`config.mk`:
```
export PLATFORM = sky130hd
export DESIGN_NAME = dma_addr_seq
export DESIGN_NICKNAME = d
export VERILOG_FILES = /design/src/rtl/dma_seq_pkg.sv /design/src/rtl/dma_seq_regs.sv /design/src/rtl/dma_seq_chan.sv /design/src/rtl/dma_addr_seq.sv
export SDC_FILE = /design/constraint.sdc
export NUM_CORES = 1
export LEC_CHECK = 0
export BUFFER_PORTS_ARGS = -buffer_cell sky130_fd_sc_hd__buf_4
export CAP_MARGIN = 30
export CORE_ASPECT_RATIO = 0.5
export CORE_UTILIZATION = 40
export CTS_CLUSTER_DIAMETER = 80
export DETAILED_ROUTE_END_ITERATION = 10
export PLACE_DENSITY = 0.61
export SYNTH_ARGS = -nofsm -noshare
export SYNTH_HDL_FRONTEND = slang
export SYNTH_SLANG_ARGS = --single-unit
```
`constraint.sdc`:
```
create_clock -name clk -period 4.85 [get_ports clk]
set_clock_uncertainty 0.1 [all_clocks]
set_input_delay 0.2425 -clock clk [delete_from_list [all_inputs] [get_ports clk]]
set_output_delay 0.2425 -clock clk [all_outputs]
set_load 0.05 [all_outputs]
```
`src/rtl/dma_seq_pkg.sv`:
```
// Shared encodings for the DMA address sequencer.
package dma_seq_pkg;
    // Data-bus selection codes held in the low two bits of each bus/direction nibble.
    typedef enum logic [1:0] {
        BUS_X    = 2'b00,
        BUS_Y    = 2'b01,
        BUS_I    = 2'b10,
        BUS_RSVD = 2'b11
    } bus_e;

    // Load-port target codes.
    typedef enum logic [1:0] {
        LD_CUR  = 2'd0,
        LD_BASE = 2'd1,
        LD_CNT  = 2'd2,
        LD_NONE = 2'd3
    } ld_e;

    // Mode nibble, most significant bit first.
    typedef struct packed {
        logic step_en;
        logic reload_mode;
        logic pend;
        logic irq_en;
    } mode_nib_t;
endpackage

```
`src/rtl/dma_seq_regs.sv`:
```
// Control register pair. One register holds the bus/direction fields, the other the mode nibbles.
// Assumes: reserved bit 4i+3 of the bus/direction register is never stored.
// A pending set event overrides a same-cycle write to that pending bit.
module dma_seq_regs
    import dma_seq_pkg::*;
#(
    parameter int NCH = 4,
    parameter int RW  = 4 * NCH
) (
    input  logic           clk,
    input  logic           rst_n,
    input  logic           gen_we,
    input  logic           aic_we,
    input  logic [RW-1:0]  wdata,
    input  logic [NCH-1:0] pend_set,
    output logic [RW-1:0]  gen_q,
    output logic [RW-1:0]  aic_q
);
    for (genvar i = 0; i < NCH; i++) begin : g_ch
        logic [2:0] gen_nib_q;
        mode_nib_t  mode_q;
        mode_nib_t  mode_w;

        // Stores the bus code and direction of this channel.
        always_ff @(posedge clk) begin
            if (!rst_n)      gen_nib_q <= '0;
            else if (gen_we) gen_nib_q <= wdata[4*i +: 3];
        end

        assign mode_w = mode_nib_t'(wdata[4*i +: 4]);

        // Stores the mode nibble; a pending set event has priority over the write.
        always_ff @(posedge clk) begin
            if (!rst_n) begin
                mode_q <= '0;
            end else begin
                if (aic_we) begin
                    mode_q.step_en     <= mode_w.step_en;
                    mode_q.reload_mode <= mode_w.reload_mode;
                    mode_q.irq_en      <= mode_w.irq_en;
                end
                mode_q.pend <= pend_set[i] | (aic_we ? mode_w.pend : mode_q.pend);
            end
        end

        assign gen_q[4*i +: 4] = {1'b0, gen_nib_q};
        assign aic_q[4*i +: 4] = mode_q;
    end
endmodule

```
`src/rtl/dma_seq_chan.sv`:
```
// One channel's address and count state.
// A load addressed to this channel cancels the strobe of the same cycle.
// Assumes DW >= AW and DW >= CW.
module dma_seq_chan
    import dma_seq_pkg::*;
#(
    parameter int AW = 16,
    parameter int CW = 16,
    parameter int DW = 16
) (
    input  logic          clk,
    input  logic          rst_n,
    input  logic          done,
    input  logic          blocked,
    input  logic          step_en,
    input  logic          reload_mode,
    input  logic          ld_hit,
    input  ld_e           ld_sel,
    input  logic [DW-1:0] ld_data,
    output logic [AW-1:0] addr_q,
    output logic [CW-1:0] cnt_q,
    output logic          pend_set
);
    logic [AW-1:0] base_q;
    logic          step;
    logic          cnt_zero;

    assign step     = done & ~blocked & ~ld_hit;
    assign cnt_zero = (cnt_q == '0);
    assign pend_set = step & cnt_zero;

    // Holds the reload address.
    always_ff @(posedge clk) begin
        if (!rst_n)                           base_q <= '0;
        else if (ld_hit && ld_sel == LD_BASE) base_q <= ld_data[AW-1:0];
    end

    // Advances, reloads or loads the current address.
    always_ff @(posedge clk) begin
        if (!rst_n)                          addr_q <= '0;
        else if (ld_hit && ld_sel == LD_CUR) addr_q <= ld_data[AW-1:0];
        else if (step && step_en)            addr_q <= (reload_mode && cnt_zero) ? base_q : addr_q + 1'b1;
    end

    // Counts transfers down to zero and holds there.
    always_ff @(posedge clk) begin
        if (!rst_n)                          cnt_q <= '0;
        else if (ld_hit && ld_sel == LD_CNT) cnt_q <= ld_data[CW-1:0];
        else if (step && !cnt_zero)          cnt_q <= cnt_q - 1'b1;
    end
endmodule

```
`src/rtl/dma_addr_seq.sv`:
```
// Top of the DMA address sequencer. It joins the control registers with one channel unit per channel.
// It decodes the bus code and direction, flags reserved bus codes and qualifies the interrupts.
// Assumes NCH >= 2 and at most one load per cycle.
module dma_addr_seq
    import dma_seq_pkg::*;
#(
    parameter int NCH = 4,
    parameter int AW  = 16,
    parameter int CW  = 16,
    parameter int DW  = (AW > CW) ? AW : CW,
    parameter int RW  = 4 * NCH,
    parameter int CHW = $clog2(NCH)
) (
    input  logic               clk,
    input  logic               rst_n,
    input  logic               gen_we,
    input  logic               aic_we,
    input  logic [RW-1:0]      cfg_wdata,
    output logic [RW-1:0]      gen_rdata,
    output logic [RW-1:0]      aic_rdata,
    input  logic               ld_we,
    input  logic [CHW-1:0]     ld_ch,
    input  logic [1:0]         ld_sel,
    input  logic [DW-1:0]      ld_data,
    input  logic               pend_en,
    input  logic [NCH-1:0]     xfer_done,
    output logic [NCH*AW-1:0]  cur_addr,
    output logic [NCH*CW-1:0]  xfer_cnt,
    output logic [2*NCH-1:0]   bus_sel,
    output logic [NCH-1:0]     rd_dir,
    output logic [NCH-1:0]     bus_err,
    output logic [NCH-1:0]     irq
);
    logic [NCH-1:0] pend_set;
    ld_e            ld_kind;

    assign ld_kind = ld_e'(ld_sel);

    dma_seq_regs #(.NCH(NCH), .RW(RW)) u_regs (
        .clk      (clk),
        .rst_n    (rst_n),
        .gen_we   (gen_we),
        .aic_we   (aic_we),
        .wdata    (cfg_wdata),
        .pend_set (pend_set),
        .gen_q    (gen_rdata),
        .aic_q    (aic_rdata)
    );

    for (genvar i = 0; i < NCH; i++) begin : g_ch
        mode_nib_t mode;
        bus_e      bus;
        logic      ld_hit;

        assign mode   = mode_nib_t'(aic_rdata[4*i +: 4]);
        assign bus    = bus_e'(gen_rdata[4*i +: 2]);
        assign ld_hit = ld_we && (ld_ch == CHW'(i)) && (ld_kind != LD_NONE);

        assign bus_sel[2*i +: 2] = bus;
        assign rd_dir[i]         = gen_rdata[4*i+2];
        assign bus_err[i]        = (bus == BUS_RSVD);
        assign irq[i]            = mode.pend & mode.irq_en & pend_en;

        dma_seq_chan #(.AW(AW), .CW(CW), .DW(DW)) u_chan (
            .clk         (clk),
            .rst_n       (rst_n),
            .done        (xfer_done[i]),
            .blocked     (bus_err[i]),
            .step_en     (mode.step_en),
            .reload_mode (mode.reload_mode),
            .ld_hit      (ld_hit),
            .ld_sel      (ld_kind),
            .ld_data     (ld_data),
            .addr_q      (cur_addr[i*AW +: AW]),
            .cnt_q       (xfer_cnt[i*CW +: CW]),
            .pend_set    (pend_set[i])
        );
    end
endmodule

```
==> metrics.csv, run 1 <==
metric,value,unit
status,"complete, no violations",
Post-CTS Resized,0,
Flop pwr share,30.3,%
r2r endpoint,g_ch[2].u_chan.addr_q[14],
final-report max-slew violation count,0,
crit path time final,2940,ps
DRT iter0 DRCs,893,
"Top FF cell, synth",dfxtp_1,
crit start category,register,
final hold viol count,0,
CTS tree,yes,
Routability Congestion,0.905,
grt ovf,0,
Initial Util,41.3,%
final non-filler cell total,2046,
first-pass GRT wire length,62.0,mm
Final nets,1703,
#FFs+latches synth,220,
Synth Area per Inst,7.88,sq um
Vias/cell,5.81,
main combinational cell family by area after synthesis,compound AO/OA/AOI/OAI gates,
full die area,29700,sq um
"Design Area, Final",14400,sq um
final period utilization,60.6,%
Max-Cap Viols,0,
Core Region,28100,sq um
Post-Syn Area,11600,sq um
crit end category,register,
Lkg Pwr,0.00559,uW
Num CTS Buffers,22,
insertion delay to the later sink of the worst-skew pair,530,ps
combinational share of power,47.6,%
largest net degree at the start of global routing,136,
R2R setup slack,1910,ps
number of global-route vias before repair,11000,
DRT Pass-1 Iters,5,
layout cells sized above 1,19.1,%
CTS Sinks,220,
post-synthesis sequential area ratio,38.0,%
port bufs,221,
placed inst area,13300,sq um
Post-synth EDFFs,0,
Finish-stage setup viols,0,
Synth Warn #,0,
Slowest cell on crit path,nand3_2,
crit-path cells,"inv_1, ha_1, or3b_4, nor4_4, nand3_2, and2_1, a221oi_1, nor2_1",
post-synthesis instance total,1472,
FF-to-FF path depth,8,
Worst Setup Path Type,reg2reg,
DRC,0,
area occupied by registers,4400,sq um
root buf cell,clkbuf_16,
Fmax,340,MHz
Std-Cell Rows,43,
GRT Util Overall,26.2,%
Sw Ratio,45.7,%
async set-reset flop share out of synthesis,0,%
post-route ant nets,0,
Synth Area in Adders,0.863,%
Die Ht,122,um
area grow syn2layout,23.9,%
Worst Path Required,5150,ps
Worst-Margin Slew,1080,ps
Crit Path Max Fanout,25,
Critical Path Start,g_ch[2].u_chan.cnt_q[0],
"most common cell after layout, fill and taps aside",nand2_1,
setup repair bufs after CTS,0,
Synth Area in Simple Gates,23.5,%
post-synthesis compound-gate area fraction,24.1,%
Clock power frac,22.2,%
CTS H-Tree Depth,1,
antenna violations before repair,1,
Netlist cell types,80,
Cell Pwr Density,572,nW/um^2
Worst Setup EP,g_ch[2].u_chan.addr_q[14],
post-placement cell count,1980,
r2r startpoint,g_ch[2].u_chan.cnt_q[0],
Post-Synth XOR/XNOR Area,4.61,%
Multi-input gate area,6550,sq um
number of hold buffers added after CTS,26,
hold crit path type,in2reg,
Worst Path Arrival,3230,ps
RSZ-0062 raised after global routing,no,
WL final,40.6,mm
Wirelength per Cell,19.9,um
P_sw,3760,uW
internal power,4470,uW
most frequent cells in the layout,"nand2_1 (257), buf_4 (236), dfxtp_1 (220)",
CP max stage delay,480,ps
clock buffer depth,3,
peak supply drop,284,uV
diodes inserted,0,
Rel. slew slack,27.3,%
Ports,226,
Die W,243,um
DR vias,11900,
TNS Setup,0,ps
post-DP HPWL,27.1,mm
post-synthesis mux area share,3.15,%
clock transition at the registers of the reported paths,70,ps
FILL cells,2755,
==> worst min path at each step <==
stage / start / endpoint / slack [ps] / cells after the start
2_1_floorplan: cfg_wdata[2] / u_regs.g_ch[0].gen_nib_q[2] / 290 / 2
3_3_place_gp: g_ch[2].u_chan.base_q[12] / g_ch[2].u_chan.base_q[12] / 340 / 2
3_5_place_dp: g_ch[2].u_chan.base_q[5] / g_ch[2].u_chan.base_q[5] / 340 / 2
4_1_cts: ld_data[6] / g_ch[1].u_chan.base_q[6] / 0.6 / 3
5_1_grt: ld_data[4] / g_ch[0].u_chan.base_q[4] / 10 / 3
6_report: ld_data[4] / g_ch[0].u_chan.base_q[4] / 20 / 3
==> metrics by stage <==
step	setup WS (ps)	power (uW)	hold slack (ps)	utilization [%]
after floorplan	2200	5360	290	-
after global placement	2000	6290	340	47.3
after detailed placement	1950	6370	344	47.4
after CTS	1920	8220	0.644	51.1
after global routing	1630	8670	13.6	51.2
final	1910	8220	22.9	51.2
==> cell families (layout without fill, tap and decap cells) <==
logic type	count (synthesis)	after routing
buffers and inverters	138	327
XOR/XNOR	61	61
flip-flops	220	220
adder cells (fa/ha/maj)	8	8
multiplexers	36	36
other	1	4
AO/OA/AOI/OAI	431	431
AND/OR/NAND/NOR	577	577
==> per-layer routing <==
metal  GRT usage (%)  up-vias  share of wire [%]
li1                -     5649                  -
met1            34.2     5776                 44
met2            44.5      396                 48
met3            4.26       66                6.4
met4            8.29        0                2.5
met5               0        -                  0
==> flip-flops by register name (all words and copies together), names as in the netlist <==
signal and flops:
u_regs.g_ch.gen_nib_q 12, g_ch.u_chan.base_q 64, g_ch.u_chan.cnt_q 64, g_ch.u_chan.addr_q 64, u_regs.aic_q 16
==> power groups by stage <==
stage	sequential [uW]	clock, uW	combinational (uW)
floorplan	3340	0	2020
global placement	2490	0	3800
detailed placement	2510	0	3860
CTS	2470	1860	3890
global route	2520	1940	4210
finish	2490	1820	3910
==> layout make-up <==
class	instances	share of cell area, %
Clock buffer	33	4.62
Clock inverter	6	0.653
Inverter	22	0.610
Multi-Input combinational cell	1117	45.6
Sequential cell	220	30.7
Tap cell	382	3.33
Timing Repair Buffer	266	14.6
==> critical path, delay by kind of cell (launching register included) <==
| kind | cells | cell delay [ps] |
|---|---|---|
| and+or+nand+nor | 5 | 1790 |
| buffers and inverters | 1 | 90 |
| DFF | 1 | 350 |
| adders and majority gates | 1 | 200 |
| AOI/OAI and AO/OA | 1 | 260 |
==> synthesized netlist by cell type, types with 4 or more instances <==
library cell,instances,area share (%)
and4_1,7,0.53
a21o_1,4,0.26
nor3_1,31,1.3
mux2i_1,32,2.8
o21ai_0,69,3.0
a211oi_1,7,0.45
a32oi_1,9,0.68
and2_1,11,0.59
buf_4,29,1.9
and3_1,13,0.70
o311ai_0,9,0.68
o211ai_1,19,1.2
a22oi_1,57,3.7
ha_1,8,0.86
a22o_1,8,0.60
a221oi_1,10,0.76
nand2_1,257,8.3
inv_1,21,0.68
nand3_1,51,2.2
o21a_1,18,1.2
a31oi_1,16,0.86
nor3b_1,8,0.52
or4_1,4,0.26
a222oi_1,4,0.35
nor2_1,114,3.7
a21oi_1,143,6.2
mux2_2,4,0.39
dfxtp_1,220,38
buf_2,9,0.39
or3_1,10,0.54
nor4_1,16,0.86
nand2b_1,4,0.22
nor2b_1,4,0.22
nand4_1,20,1.1
xor2_1,31,2.3
clkbuf_1,71,2.3
a2bb2oi_1,4,0.30
o22ai_1,25,1.3
xnor2_1,30,2.3
(Power assumes the default switching activity.)
==> run 2, diff against run 1 <==
==> constraint.sdc (replaced) <==
create_clock -name clk -period 2.8 [get_ports clk]
set_clock_uncertainty 0.1 [all_clocks]
set_input_delay 0.14 -clock clk [delete_from_list [all_inputs] [get_ports clk]]
set_output_delay 0.14 -clock clk [all_outputs]
set_load 0.05 [all_outputs]
==> run 2 against run 1 <==
Net effect:
- non-clock buffer count grew 38
- cell count grew 1.8%
- via count increased by 2.6%
- sequential power increased by 73%
- die area unchanged
- count of clock-buffer cells in the layout shrank 5
- register-to-register slack lost 1600 ps
- sequential share of layout area down 0.61 points
- setup slack worse by 1600 ps
- highest routed layer unchanged
==> metrics.csv, run 2 (synthesized netlist as in run 1, its figures left out) <==
metric,value,unit
Routability Congestion,0.909,
Final nets,1741,
hold crit path type,in2reg,
clock buffer depth,3,
DRT Pass-1 Iters,5,
Cell Pwr Density,979,nW/um^2
Die W,243,um
diodes inserted,0,
post-route ant nets,0,
Lkg Pwr,0.00573,uW
Finish-stage setup viols,0,
Wirelength per Cell,19.8,um
Initial Util,41.3,%
final-report max-slew violation count,0,
final period utilization,89.9,%
RSZ-0062 raised after global routing,no,
Rel. slew slack,39.7,%
root buf cell,clkbuf_16,
area grow syn2layout,26.4,%
P_sw,6570,uW
total power,14400,uW
Fmax,397,MHz
CTS Sinks,220,
Worst-Margin Slew,901,ps
TNS Setup,0,ps
clock transition at the registers of the reported paths,70,ps
CTS H-Tree Depth,1,
Sw Ratio,45.7,%
top flop regs,"g_ch.u_chan.addr_q x64, g_ch.u_chan.base_q x64, g_ch.u_chan.cnt_q x64",
largest net degree at the start of global routing,75,
CTS tree,yes,
crit end category,register,
number of global-route vias before repair,11400,
first-pass GRT wire length,63.8,mm
insertion delay to the later sink of the worst-skew pair,530,ps
"most common cell after layout, fill and taps aside",nand2_1,
Worst Setup Path Type,reg2reg,
FILL cells,2666,
placed inst area,13500,sq um
grt ovf,0,
DRC,0,
most frequent cells in the layout,"nand2_1 (257), buf_4 (255), dfxtp_1 (220)",
internal power,7790,uW
Crit Path Max Fanout,18,
Die Ht,122,um
r2r startpoint,g_ch[2].u_chan.cnt_q[0],
Num CTS Buffers,22,
Std-Cell Rows,43,
Worst Path Required,3160,ps
antenna violations before repair,3,
GRT Util Overall,26.9,%
"Design Area, Final",14700,sq um
Core Region,28100,sq um
Max-Cap Viols,0,
status,"complete, no violations",
layout cells sized above 1,19.6,%
port bufs,221,
Flop pwr share,30.0,%
final hold viol count,0,
full die area,29700,sq um
peak supply drop,469,uV
Clock power frac,21.3,%
final core occ,52.2,%
Critical Path Start,g_ch[2].u_chan.cnt_q[0],
DRT iter0 DRCs,1033,
crit start category,register,
Hold WS,73.3,ps
Worst Path Arrival,2880,ps
hold wc startpoint,xfer_done[3],
DR vias,12200,
Vias/cell,5.86,
combinational share of power,48.7,%
WL final,41.2,mm
Ports,226,
crit path time final,2520,ps
post-DP HPWL,27.7,mm
[run 2: cell count changes in the layout (fill, tap and decap cells not counted)]
cell           previous run  this run
buf_16                    1         0
buf_12                    0         2
dlygate4sd3_1            26        47
clkinv_8                  1         0
buf_6                     3         0
buf_4                   236       255
clkbuf_8                  5         1
clkinvlp_4                1         2
clkinv_4                  0         3
clkbuf_1                  5         4
[run 2: final timing paths]
kind	end	slack (ps)	cells past startpoint
worst max register to register	g_ch[2].u_chan.addr_q[9]	280	9
worst max-delay path	g_ch[2].u_chan.addr_q[9]	280	9
worst min register to register	g_ch[3].u_chan.base_q[9]	350	2
worst min-delay path	u_regs.aic_q[13]	70	5
[run 2: power by group through the flow]
| stage | combinational, uW | clock (uW) | sequential (uW) |
|---|---|---|---|
| finish | 6990 | 3060 | 4310 |
| global route | 7550 | 3220 | 4380 |
| CTS | 6930 | 3100 | 4290 |
| detailed placement | 6840 | 0 | 4360 |
| global placement | 6770 | 0 | 4340 |
| floorplan | 3490 | 0 | 5790 |
[run 2: metal layers]
metal / routed length (um) / GRT usage, % / vias up
met1: 17600 / 35.5 / 5935
li1: - / - / 5711
met4: 1220 / 8.65 / 0
met5: 0 / 0 / -
met3: 2950 / 3.96 / 86
met2: 19500 / 45.5 / 467
[run 2: repair_timing]
item                      4_1_cts  5_1_grt
hold buffers                   47        0
hold endpoints to repair      127        0
resized for setup               0        0
buffers inserted                0        0
[run 2: worst max-delay path: stages, from the launching register on]
cell and delay, ps:
dfxtp_1 350, inv_1 80, ha_1 200, or3b_4 430, nor4_4 260, nand3_2 200, buf_4 270, nor2_1 280
a221oi_1 160, nor2_1 110
[run 2: through the flow]
stage          cells  setup slack (ps)
6_report        2082               283
2_1_floorplan   1475               153
3_3_place_gp    1998               457
4_1_cts         2082               323
5_1_grt         2082               114
3_5_place_dp    1998               367
[run 2: layout make-up]
cell class | count | area (sq um) | area share [%]
Multi-Input combinational cell | 1117 | 6550 | 44.7
Timing Repair Buffer | 304 | 2420 | 16.5
Sequential cell | 220 | 4400 | 30.0
Clock buffer | 28 | 604 | 4.12
Inverter | 22 | 87.6 | 0.597
Tap cell | 382 | 478 | 3.26
Clock inverter | 9 | 111 | 0.760
==> run 3, diff against run 2 <==
--- a/config.mk
+++ b/config.mk
@@ -12,6 +12,8 @@
 export CTS_CLUSTER_DIAMETER = 80
 export DETAILED_ROUTE_END_ITERATION = 10
 export PLACE_DENSITY = 0.61
+export REMOVE_ABC_BUFFERS = 1
 export SYNTH_ARGS = -nofsm -noshare
 export SYNTH_HDL_FRONTEND = slang
+export SYNTH_HIERARCHICAL = 1
 export SYNTH_SLANG_ARGS = --single-unit
==> run 3 against run 2 <==
Net effect:
- count of clock-buffer cells in the layout decreased by 2
- via count increased by 1.8%
- non-clock buffer count decreased by 5
- die area increased by 3.1%
- critical path depth decreased by 2
- sequential cell count unchanged
- worst hold slack got worse by 52 ps
- synthesized area increased by 3.2%
- routed wire length increased by 4.8%
- critical path type unchanged
==> metrics.csv, run 3 <==
metric,value,unit
post-DP HPWL,29.3,mm
hold path depth,3,
Crit Path Max Fanout,6,
synth top area cells,"dfxtp_1 (37%), nand2_1 (7.7%), a21oi_1 (6.3%)",
r2r startpoint,g_ch[3].u_chan/cnt_q[0],
post-route ant nets,0,
CTS Sinks,220,
hold wc startpoint,gen_we,
#FFs+latches synth,220,
peak supply drop,435,uV
Die Ht,124,um
post-synthesis mux area share,4.77,%
Synth Area in Simple Gates,25.2,%
"most common cell after layout, fill and taps aside",buf_4,
CP top delay family,simple AND/OR/NAND/NOR gates,
status,"complete, no violations",
main combinational cell family by area after synthesis,simple AND/OR/NAND/NOR gates,
Num CTS Buffers,22,
RSZ-0062 raised after global routing,no,
CP max stage delay,710,ps
CTS tree,yes,
final hold viol count,0,
Finish-stage setup viols,0,
FF-to-FF path depth,7,
post-synthesis compound-gate area fraction,22.2,%
Worst-Margin Slew,730,ps
WL final,43.2,mm
setup repair bufs after CTS,0,
grt ovf,0,
Worst Setup Path Type,reg2reg,
crit path time final,2660,ps
Worst Path Required,3120,ps
Initial Util,41.0,%
most frequent cells in the layout,"buf_4 (265), nand2_1 (244), dfxtp_1 (220)",
layout cells sized above 1,20.5,%
crit end category,register,
Lkg Pwr,0.00606,uW
R2R setup slack,140,ps
"count leader, synth",nand2_1,
GRT Util Overall,27.3,%
post-synth top area share,36.8,%
number of global-route vias before repair,11500,
Worst Path Arrival,2970,ps
Rel. slew slack,51.2,%
Core Region,29200,sq um
DRC,0,
Ports,226,
Final nets,1760,
DRT Pass-1 Iters,6,
insertion delay to the later sink of the worst-skew pair,530,ps
r2r endpoint,g_ch[3].u_chan/cnt_q[6],
antenna violations before repair,2,
Synth Area per Inst,8.15,sq um
crit-path cells,"inv_1, ha_1, or4b_4, or4_1, a21oi_4, o21ba_1, o21a_1",
first-pass GRT wire length,66.4,mm
Cell Pwr Density,988,nW/um^2
DR vias,12400,
full die area,30600,sq um
Slowest cell on crit path,or4_1,
Synth Area in Adders,1.26,%
Die W,247,um
area grow syn2layout,26.4,%
clock buffer depth,3,
Routability Congestion,0.908,
Std-Cell Rows,44,
crit start category,register,
hold crit path type,in2reg,
async set-reset flop share out of synthesis,0,%
"Top FF cell, synth",dfxtp_1,
post-synthesis sequential area ratio,36.8,%
Post-Syn Area,12000,sq um
top flop regs,"g_ch.u_chan/addr_q x64, g_ch.u_chan/base_q x64, g_ch.u_chan/cnt_q x64",
root buf cell,clkbuf_16,
post-synthesis instance total,1468,
Post-synth EDFFs,0,
final core occ,51.8,%
Post-Synth XOR/XNOR Area,4.47,%
clock transition at the registers of the reported paths,60,ps
Synth Warn #,6,
Fmax,376,MHz
Max-Cap Viols,0,
"top cells by count, synth","nand2_1 (244), dfxtp_1 (220), a21oi_1 (151), nor2_1 (63), clkbuf_1 (61)",
final-report max-slew violation count,0,
Vias/cell,5.89,
worst path bufs/invs,1,
port bufs,221,
Yosys top cell by area,dfxtp_1,
largest net degree at the start of global routing,66,
Netlist cell types,73,
Wirelength per Cell,20.5,um
Hold Crit Endpoint,u_regs/g_ch[0].gen_nib_q[0],
DRT iter0 DRCs,1189,
Hold WS,20.8,ps
final period utilization,94.9,%
Levels on crit path,7,
CTS H-Tree Depth,1,
-- run 3: changes by cell type after synthesis, sizes merged, moves of 13 or more --
cell / change
nand2: -14
nor2b: +20
nor2: -50
or3: +14
o21ai: -15
nand3: -13
a31oi: +17
clkbuf: -13
o22ai: -23
a22oi: -32
o221ai: +23
mux2i: +19
nor3: +16
-- run 3: area by class of cell --
cell class / instances / area (sq um)
Fill cell: 2771 / 14100
Multi-Input combinational cell: 1123 / 6960
Sequential cell: 220 / 4400
Timing Repair Buffer: 299 / 2340
Clock buffer: 26 / 607
Tap cell: 391 / 489
Clock inverter: 14 / 175
Inverter: 36 / 135
Antenna cell: 1 / 2.50
-- run 3: report_power, final --
| group | internal, uW | total, uW | leakage, uW | switching (uW) |
|---|---|---|---|---|
| sequential | 3650 | 4390 | 0.00179 | 746 |
| clock | 1920 | 3260 | 0.000387 | 1340 |
| combinational | 2530 | 7290 | 0.00388 | 4760 |
-- run 3: layer usage --
layer / wire (um) / GRT usage, % / up-vias
met5: 11 / 0 / -
met1: 18900 / 36.8 / 6033
met3: 3010 / 4.63 / 85
met2: 20000 / 44.3 / 475
met4: 1310 / 8.42 / 2
li1: - / - / 5826
-- run 3: cell families after synthesis --
kind of cell	after synthesis
other cells	1
mux	55
xor+xnor	61
flops	220
fa+ha+maj	12
compound gates	413
buf+inv	128
simple gates	578
-- run 3: worst max path at each step --
| stage | end | slack [ps] | startpoint |
|---|---|---|---|
| 6_report | g_ch[3].u_chan/cnt_q[6] | 140 | g_ch[3].u_chan/cnt_q[0] |
| 3_5_place_dp | g_ch[3].u_chan/cnt_q[6] | 160 | g_ch[3].u_chan/cnt_q[0] |
| 3_3_place_gp | g_ch[3].u_chan/cnt_q[6] | 210 | g_ch[3].u_chan/cnt_q[0] |
| 4_1_cts | g_ch[3].u_chan/cnt_q[6] | 160 | g_ch[3].u_chan/cnt_q[0] |
| 2_1_floorplan | g_ch[0].u_chan/addr_q[4] | -600 | u_regs/g_ch[0].gen_nib_q[0] |
| 5_1_grt | g_ch[3].u_chan/cnt_q[6] | 20 | g_ch[3].u_chan/cnt_q[0] |
-- run 3: through the flow --
stage / power (uW) / area, sq um / instances / TNS, ps / setup WS, ps
floorplan: 9410 / 11500 / 1379 / -19030 / -599
global placement: 11500 / 14000 / 2036 / 0 / 208
detailed placement: 11600 / 14000 / 2036 / 0 / 164
CTS: 14900 / 15100 / 2109 / 0 / 155
global route: 15700 / 15100 / 2110 / 0 / 16.0
finish: 14900 / 15100 / 2110 / 0 / 144
-- run 3: worst min-delay path, stage by stage --
cell and delay [ps]:
buf_4 220, mux2i_1 180, nor2b_1 50
-- run 3: repair_timing --
action,CTS,global route
endpoints found under the hold margin,132,0
endpoints found under the setup margin,0,0
hold buffers,33,0
gates resized for setup,0,0
